`config.mk`:
```
export PLATFORM = sky130hd
export DESIGN_NAME = msgseq_engine
export DESIGN_NICKNAME = d
export VERILOG_FILES = /design/src/rtl/msgseq_pkg.sv /design/src/rtl/msgseq_rom.sv /design/src/rtl/msgseq_lbl_table.sv /design/src/rtl/msgseq_delay.sv /design/src/rtl/msgseq_engine.sv
export SDC_FILE = /design/constraint.sdc
export NUM_CORES = 1
export LEC_CHECK = 0
export BUFFER_PORTS_ARGS = -buffer_cell sky130_fd_sc_hd__buf_2
export CELL_PAD_IN_SITES_DETAIL_PLACEMENT = 1
export CELL_PAD_IN_SITES_GLOBAL_PLACEMENT = 2
export CORE_ASPECT_RATIO = 1.5
export CORE_MARGIN = 5
export CORE_UTILIZATION = 35
export CTS_CLUSTER_DIAMETER = 100
export DETAILED_ROUTE_END_ITERATION = 16
export PLACE_DENSITY = 0.79
export SLEW_MARGIN = 20
export SYNTH_ARGS = -nofsm -noshare
export SYNTH_HDL_FRONTEND = slang
export SYNTH_SLANG_ARGS = --single-unit
```
`constraint.sdc`:
```
create_clock -name clk -period 6.8 [get_ports clk]
set_input_delay 0.68 -clock clk [delete_from_list [all_inputs] [get_ports clk]]
set_output_delay 0.68 -clock clk [all_outputs]
set_load 0.01 [all_outputs]
```
`src/rtl/msgseq_pkg.sv`:
```
package msgseq_pkg;

  localparam logic [7:0] OP_EOM   = 8'h00;
  localparam logic [7:0] OP_LABEL = 8'd176;
  localparam logic [7:0] OP_HALT  = 8'hF0;
  localparam logic [7:0] OP_MSG   = 8'hF1;
  localparam logic [7:0] OP_GOTO  = 8'hF2;
  localparam logic [7:0] OP_GOTOL = 8'hF3;
  localparam logic [7:0] OP_DELAY = 8'hF4;
  localparam logic [7:0] OP_WAITL = 8'hF5;

  localparam int DEF_DEPTH = 64;

  typedef enum logic [3:0] {
    ST_FETCH, ST_OP, ST_ARG_RD, ST_ARG, ST_CHR_RD,
    ST_CHR, ST_SEND, ST_DELAY, ST_WAIT, ST_HALT
  } seq_state_t;

  // Demonstration program; labels: 0->0, 1->25, 2->18, 3->32
  function automatic logic [8*DEF_DEPTH-1:0] default_program();
    logic [7:0] b [DEF_DEPTH];
    logic [8*DEF_DEPTH-1:0] p;
    for (int i = 0; i < DEF_DEPTH; i++) b[i] = OP_EOM;
    b[0]  = OP_LABEL; b[1]  = 8'd0;
    b[2]  = OP_MSG;   b[3]  = "H";  b[4]  = "i";  b[5]  = OP_EOM;
    b[6]  = OP_DELAY; b[7]  = 8'd0;
    b[8]  = OP_GOTO;  b[9]  = 8'd13;
    b[10] = OP_MSG;   b[11] = "Z";  b[12] = OP_EOM;
    b[13] = OP_DELAY; b[14] = 8'd3;
    b[15] = OP_GOTOL; b[16] = 8'd2;
    b[17] = OP_HALT;
    b[18] = OP_LABEL; b[19] = 8'd2;
    b[20] = OP_MSG;   b[21] = "L";  b[22] = "B";  b[23] = OP_EOM;
    b[24] = OP_WAITL;
    b[25] = OP_LABEL; b[26] = 8'd1;
    b[27] = OP_MSG;   b[28] = "O";  b[29] = "K";  b[30] = OP_EOM;
    b[31] = OP_WAITL;
    b[32] = OP_LABEL; b[33] = 8'd3;
    b[34] = OP_DELAY; b[35] = 8'd176;
    b[36] = OP_HALT;
    for (int i = 0; i < DEF_DEPTH; i++) p[8*i +: 8] = b[i];
    return p;
  endfunction

endpackage

```
`src/rtl/msgseq_rom.sv`:
```
module msgseq_rom #(
  parameter int DEPTH = 64,
  parameter int AW    = 6,
  parameter logic [8*DEPTH-1:0] CONTENT = '0
) (
  input  logic          clk,
  input  logic [AW-1:0] addr,
  output logic [7:0]    q
);
  // Synchronous read so the constant store maps onto block memory
  always_ff @(posedge clk) begin
    q <= CONTENT[8*int'(addr) +: 8];
  end
endmodule

```
`src/rtl/msgseq_lbl_table.sv`:
```
module msgseq_lbl_table
  import msgseq_pkg::*;
#(
  parameter int PROG_DEPTH = 64,
  parameter int PC_W       = 6,
  parameter int LBL_W      = 2,
  parameter logic [8*PROG_DEPTH-1:0] PROGRAM = '0
) (
  input  logic [LBL_W-1:0] lbl_i,
  output logic [PC_W-1:0]  addr_o
);
  localparam int NUM_LBL = 1 << LBL_W;

  // Walks the program by instruction length: text and operands are skipped
  function automatic logic [NUM_LBL*PC_W-1:0] build_table();
    logic [NUM_LBL*PC_W-1:0] t;
    int skip;
    bit in_msg;
    logic [7:0] b, nb;
    int j;
    t = '0; skip = 0; in_msg = 1'b0;
    for (int i = 0; i < PROG_DEPTH; i++) begin
      b  = PROGRAM[8*i +: 8];
      j  = (i + 1 < PROG_DEPTH) ? i + 1 : i;
      nb = PROGRAM[8*j +: 8];
      if (skip > 0) skip = skip - 1;
      else if (in_msg) begin
        if (b == OP_EOM) in_msg = 1'b0;
      end else begin
        case (b)
          OP_MSG:   in_msg = 1'b1;
          OP_LABEL: begin
            t[int'(nb[LBL_W-1:0])*PC_W +: PC_W] = PC_W'(i);
            skip = 1;
          end
          OP_GOTO, OP_GOTOL, OP_DELAY: skip = 1;
          default: ;
        endcase
      end
    end
    return t;
  endfunction

  function automatic int count_dups();
    logic [NUM_LBL-1:0] seen;
    int skip, dups;
    bit in_msg;
    logic [7:0] b, nb;
    int j;
    seen = '0; skip = 0; dups = 0; in_msg = 1'b0;
    for (int i = 0; i < PROG_DEPTH; i++) begin
      b  = PROGRAM[8*i +: 8];
      j  = (i + 1 < PROG_DEPTH) ? i + 1 : i;
      nb = PROGRAM[8*j +: 8];
      if (skip > 0) skip = skip - 1;
      else if (in_msg) begin
        if (b == OP_EOM) in_msg = 1'b0;
      end else begin
        case (b)
          OP_MSG:   in_msg = 1'b1;
          OP_LABEL: begin
            if (seen[nb[LBL_W-1:0]]) dups = dups + 1;
            seen[nb[LBL_W-1:0]] = 1'b1;
            skip = 1;
          end
          OP_GOTO, OP_GOTOL, OP_DELAY: skip = 1;
          default: ;
        endcase
      end
    end
    return dups;
  endfunction

  localparam logic [NUM_LBL*PC_W-1:0] TABLE = build_table();
  localparam int DUPS = count_dups();

  // a repeated label number stops elaboration
  generate
    if (DUPS != 0) begin : g_dup_label
      $error("msgseq_lbl_table: label number defined more than once");
    end
  endgenerate

  assign addr_o = TABLE[int'(lbl_i)*PC_W +: PC_W];
endmodule

```
`src/rtl/msgseq_delay.sv`:
```
module msgseq_delay #(
  parameter int UNIT_CYCLES = 4,
  parameter int CNT_W       = 11
) (
  input  logic       clk,
  input  logic       rst,
  input  logic       load,
  input  logic [7:0] units,
  output logic       last
);
  logic [CNT_W-1:0] cnt;

  always_ff @(posedge clk) begin
    if (rst)            cnt <= '0;
    else if (load)      cnt <= CNT_W'(units) * CNT_W'(UNIT_CYCLES);
    else if (cnt != '0) cnt <= cnt - 1'b1;
  end

  assign last = (cnt == CNT_W'(1));
endmodule

```
`src/rtl/msgseq_engine.sv`:
```
module msgseq_engine
  import msgseq_pkg::*;
#(
  parameter int PROG_DEPTH  = DEF_DEPTH,
  parameter int LBL_W       = 2,
  parameter int UNIT_CYCLES = 4,
  parameter logic [8*PROG_DEPTH-1:0] PROGRAM = default_program()
) (
  input  logic             clk,
  input  logic             rst,
  input  logic [LBL_W-1:0] tgt_label,
  input  logic             tx_ready,
  output logic             tx_valid,
  output logic [7:0]       tx_data,
  output logic             halted
);
  localparam int PC_W  = $clog2(PROG_DEPTH);
  localparam int CNT_W = 8 + $clog2(UNIT_CYCLES + 1);
  localparam logic [PC_W-1:0] PC_ONE = PC_W'(1);

  seq_state_t       state;
  logic [PC_W-1:0]  pc, pc_inc, lut_addr;
  logic [7:0]       rom_q, op;
  logic [LBL_W-1:0] seen_lbl, lut_idx;
  logic             dly_load, dly_last;

  assign pc_inc   = pc + PC_ONE;
  assign lut_idx  = (state == ST_WAIT) ? tgt_label : rom_q[LBL_W-1:0];
  assign dly_load = (state == ST_ARG) && (op == OP_DELAY);

  msgseq_rom #(.DEPTH(PROG_DEPTH), .AW(PC_W), .CONTENT(PROGRAM)) u_rom (
    .clk(clk), .addr(pc), .q(rom_q)
  );

  msgseq_lbl_table #(.PROG_DEPTH(PROG_DEPTH), .PC_W(PC_W), .LBL_W(LBL_W),
                     .PROGRAM(PROGRAM)) u_lbl (
    .lbl_i(lut_idx), .addr_o(lut_addr)
  );

  msgseq_delay #(.UNIT_CYCLES(UNIT_CYCLES), .CNT_W(CNT_W)) u_dly (
    .clk(clk), .rst(rst), .load(dly_load), .units(rom_q), .last(dly_last)
  );

  always_ff @(posedge clk) begin
    if (rst) begin
      state    <= ST_FETCH;
      pc       <= '0;
      op       <= '0;
      tx_valid <= 1'b0;
      tx_data  <= '0;
      halted   <= 1'b0;
      seen_lbl <= tgt_label;
    end else begin
      unique case (state)
        ST_FETCH: state <= ST_OP;
        ST_OP: begin
          op <= rom_q;
          case (rom_q)
            OP_MSG: begin pc <= pc_inc; state <= ST_CHR_RD; end
            OP_GOTO, OP_GOTOL, OP_LABEL, OP_DELAY: begin
              pc <= pc_inc; state <= ST_ARG_RD;
            end
            OP_HALT:  begin halted <= 1'b1; state <= ST_HALT; end
            OP_WAITL: state <= ST_WAIT;
            default:  begin pc <= pc_inc; state <= ST_FETCH; end
          endcase
        end
        ST_ARG_RD: state <= ST_ARG;
        ST_ARG: begin
          state <= ST_FETCH;
          case (op)
            OP_GOTO:  pc <= rom_q[PC_W-1:0];
            OP_GOTOL: pc <= lut_addr;
            OP_DELAY: begin
              pc <= pc_inc;
              if (rom_q != 8'd0) state <= ST_DELAY;
            end
            default:  pc <= pc_inc;
          endcase
        end
        ST_CHR_RD: state <= ST_CHR;
        ST_CHR: begin
          if (rom_q == OP_EOM) begin
            pc    <= pc_inc;
            state <= ST_FETCH;
          end else begin
            tx_valid <= 1'b1;
            tx_data  <= rom_q;
            state    <= ST_SEND;
          end
        end
        ST_SEND: begin
          if (tx_ready) begin
            tx_valid <= 1'b0;
            pc       <= pc_inc;
            state    <= ST_CHR_RD;
          end
        end
        ST_DELAY: if (dly_last) state <= ST_FETCH;
        ST_WAIT: begin
          if (tgt_label != seen_lbl) begin
            seen_lbl <= tgt_label;
            pc       <= lut_addr;
            state    <= ST_FETCH;
          end
        end
        ST_HALT: ;
        default: state <= ST_FETCH;
      endcase
    end
  end
endmodule

```
==> metrics <==
DRC viols 0; Total GRT Usage 16.1%; via density per instance roughly 5.6; initial antenna violation count 0; IO Port Bufs 14; Yosys warnings 0; DRT Pass-1 Iters 4; Worst-Margin Slew 0.945 ns; DRT Wirelength between 8000 and 9000 um; share of layout cells above drive strength 1 11.4%; VDD IR-drop max 0.000164 V; Post-Syn Area 0.00313 mm^2; synthesis-stage register bit count 49; largest net degree at the start of global routing 42; maximum fanout along the worst path 13; post-synthesis cell type count 68; Reg2Reg Depth 10; Crit Path Category flip-flop to flip-flop; fmax 0.342 GHz; CTS tree yes; Final Hold Viols 0; Die Area 0.0110 mm^2; std cell rows 42; leak pwr 1.22 nW; most frequent cells in the layout 47 x dfxtp_1, 38 x nor2_1, 37 x nand2_1; later-pin clock latency in the skew report 0.30 ns; vias in the first global route approximately 2,800; # IOs 15; Longest Clk Path Bufs 2; core area 0.00878 mm^2; Max-Cap Viols 0; placed cell area 0.00318 mm^2; hpwl dp 6110 um; Die X 87.3 um; postcts setup bufs 0; Syn Area/Cell 8.23 um^2; final std cells w/o fill 480; final worst-path cycle share 43.0%; Hold Path Cell Cnt 2; post-synthesis sequential area ratio 31.9%; Inst Count DP 472; Post-CTS Hold Buffers 0; Area growth syn-to-layout 6.75%; Min Clock Period, post-route about 2.9 ns; post-detailed-route count of antenna-violating nets 0; unrepaired setup endpoints after global routing no; synthesized instance count 381; CP Data Arrival Time a little over 3 ns; Hold Crit Class flip-flop to flip-flop; skew final 0.00768 ns; async set-reset flop share out of synthesis 0%; Vias approximately 2,700; CTS H-tree lvls 2; CTS clk-pin slew, worst paths ~0.07 ns; Die Height 126 um; top_reg_cell synth dfxtp_1; clock root buffer clkbuf_16; post-CTS sizing 0; headroom to the max-slew limit 36.5%; endpoints failing setup 0; gp weighted congestion slightly above 0.8; fin nets 385; max-slew violations 0; Num CTS Buffers 5; WL per Instance 17.8 um; total gr overflow 0; first-pass GRT wire length 14,100 um; pwr dens 341 mW/mm^2; CTS sink cnt 49; critical path endpoint category flip-flop; Design Area, Final 0.00335 mm^2; Setup TNS Final 0 ns; outcome finished clean; Initial Util 35.7%; Critical Path Source Type flip-flop; Worst Path Required approximately 6.9 ns; most common cell after layout, fill and taps aside dfxtp_1; Iter 0 DRT Violations 91; number of enable flip-flop cells after synthesis 2; # diodes 0; syn nets 397
area by class of cell:
class	count	area, um^2
sequential	49	1000
clock buffer	7	154
inverter	9	33.8
tap	110	138
timing repair buffer	15	77.6
fill	1046	5430
clock inverter	1	8.76
multi-input combinational	289	1930
stage by stage:
| stage | power, mW | utilization (%) | hold slack (ns) | setup slack [ns] |
|---|---|---|---|---|
| final | 1.14 | 38.1 | 0.468 | 3.88 |
| after global routing | 1.22 | 38.1 | 0.489 | 3.66 |
| after CTS | 1.15 | 38.1 | 0.473 | 3.88 |
| after detailed placement | 0.873 | 36.3 | 0.464 | 4.04 |
| after global placement | 0.866 | 36.3 | 0.444 | 4.11 |
| after floorplan | 0.770 | - | 0.431 | 4.42 |
layer usage:
metal  global-route usage [%]  vias to the layer above  routed length [um]
met2                     29.4                       16                4590
met1                     18.4                     1314                3650
met5                        0                        -                   0
li1                         -                     1340                   -
met4                     6.05                        0                 161
met3                     2.16                        9                 118
flip-flops by register name, indices dropped and copies added (netlist names), 2 cells and up:
signal,flops
tx_data,8
u_rom.q,8
state,4
seen_lbl,2
u_dly.cnt,11
op,8
pc,6
critical path: stages (launching register included):
cell      delay [ns]
dfxtp_1         0.58
or4b_1          0.66
nand2_1         0.12
and2_1          0.15
inv_1           0.06
ha_1            0.22
mux2_2          0.27
nor3_1          0.17
a311oi_1        0.09
a211oi_1        0.33
a211oi_2        0.12
final timing paths:
| path | startpoint | endpoint | slack [ns] |
|---|---|---|---|
| worst max-delay path | state[3] | pc[5] | 3.88 |
| worst max register to register | state[3] | pc[5] | 3.88 |
| worst min register to register | op[4] | op[4] | 0.47 |
| worst min-delay path | op[4] | op[4] | 0.47 |
power breakdown:
group	internal [mW]	switching [mW]	leakage, nW	total [mW]
clock	0.160	0.112	0.0792	0.272
sequential	0.345	0.115	0.405	0.460
combinational	0.181	0.228	0.734	0.409
cells in the mapped netlist, types with 6 or more instances:
master    number  share of area (%)
dfxtp_1       47                 30
a31oi_1        7                1.4
nand2b_1       6                1.2
xor2_1        10                2.8
buf_2          7                1.1
o21ai_0       15                2.4
clkbuf_1      20                2.4
nor2_1        38                4.6
nand2_1       37                4.4
a21oi_1       23                3.7
ha_1          11                4.4
nor3_1        21                3.4
inv_1          9                1.1
nand3_1       10                1.6
mux2i_1        9                2.9
logic make-up (layout without fill, tap and decap cells):
family	count (synthesis)	count (layout)	synth area share, %
AND/OR/NAND/NOR	162	162	29.2
AO/OA/AOI/OAI	90	90	20.3
flip-flops	49	49	31.9
buffers and inverters	43	32	6.39
XOR/XNOR	15	15	4.19
adder cells (fa/ha/maj)	11	11	4.39
multiplexers	11	11	3.59
Note: power is estimated with default switching activity, not from simulation.
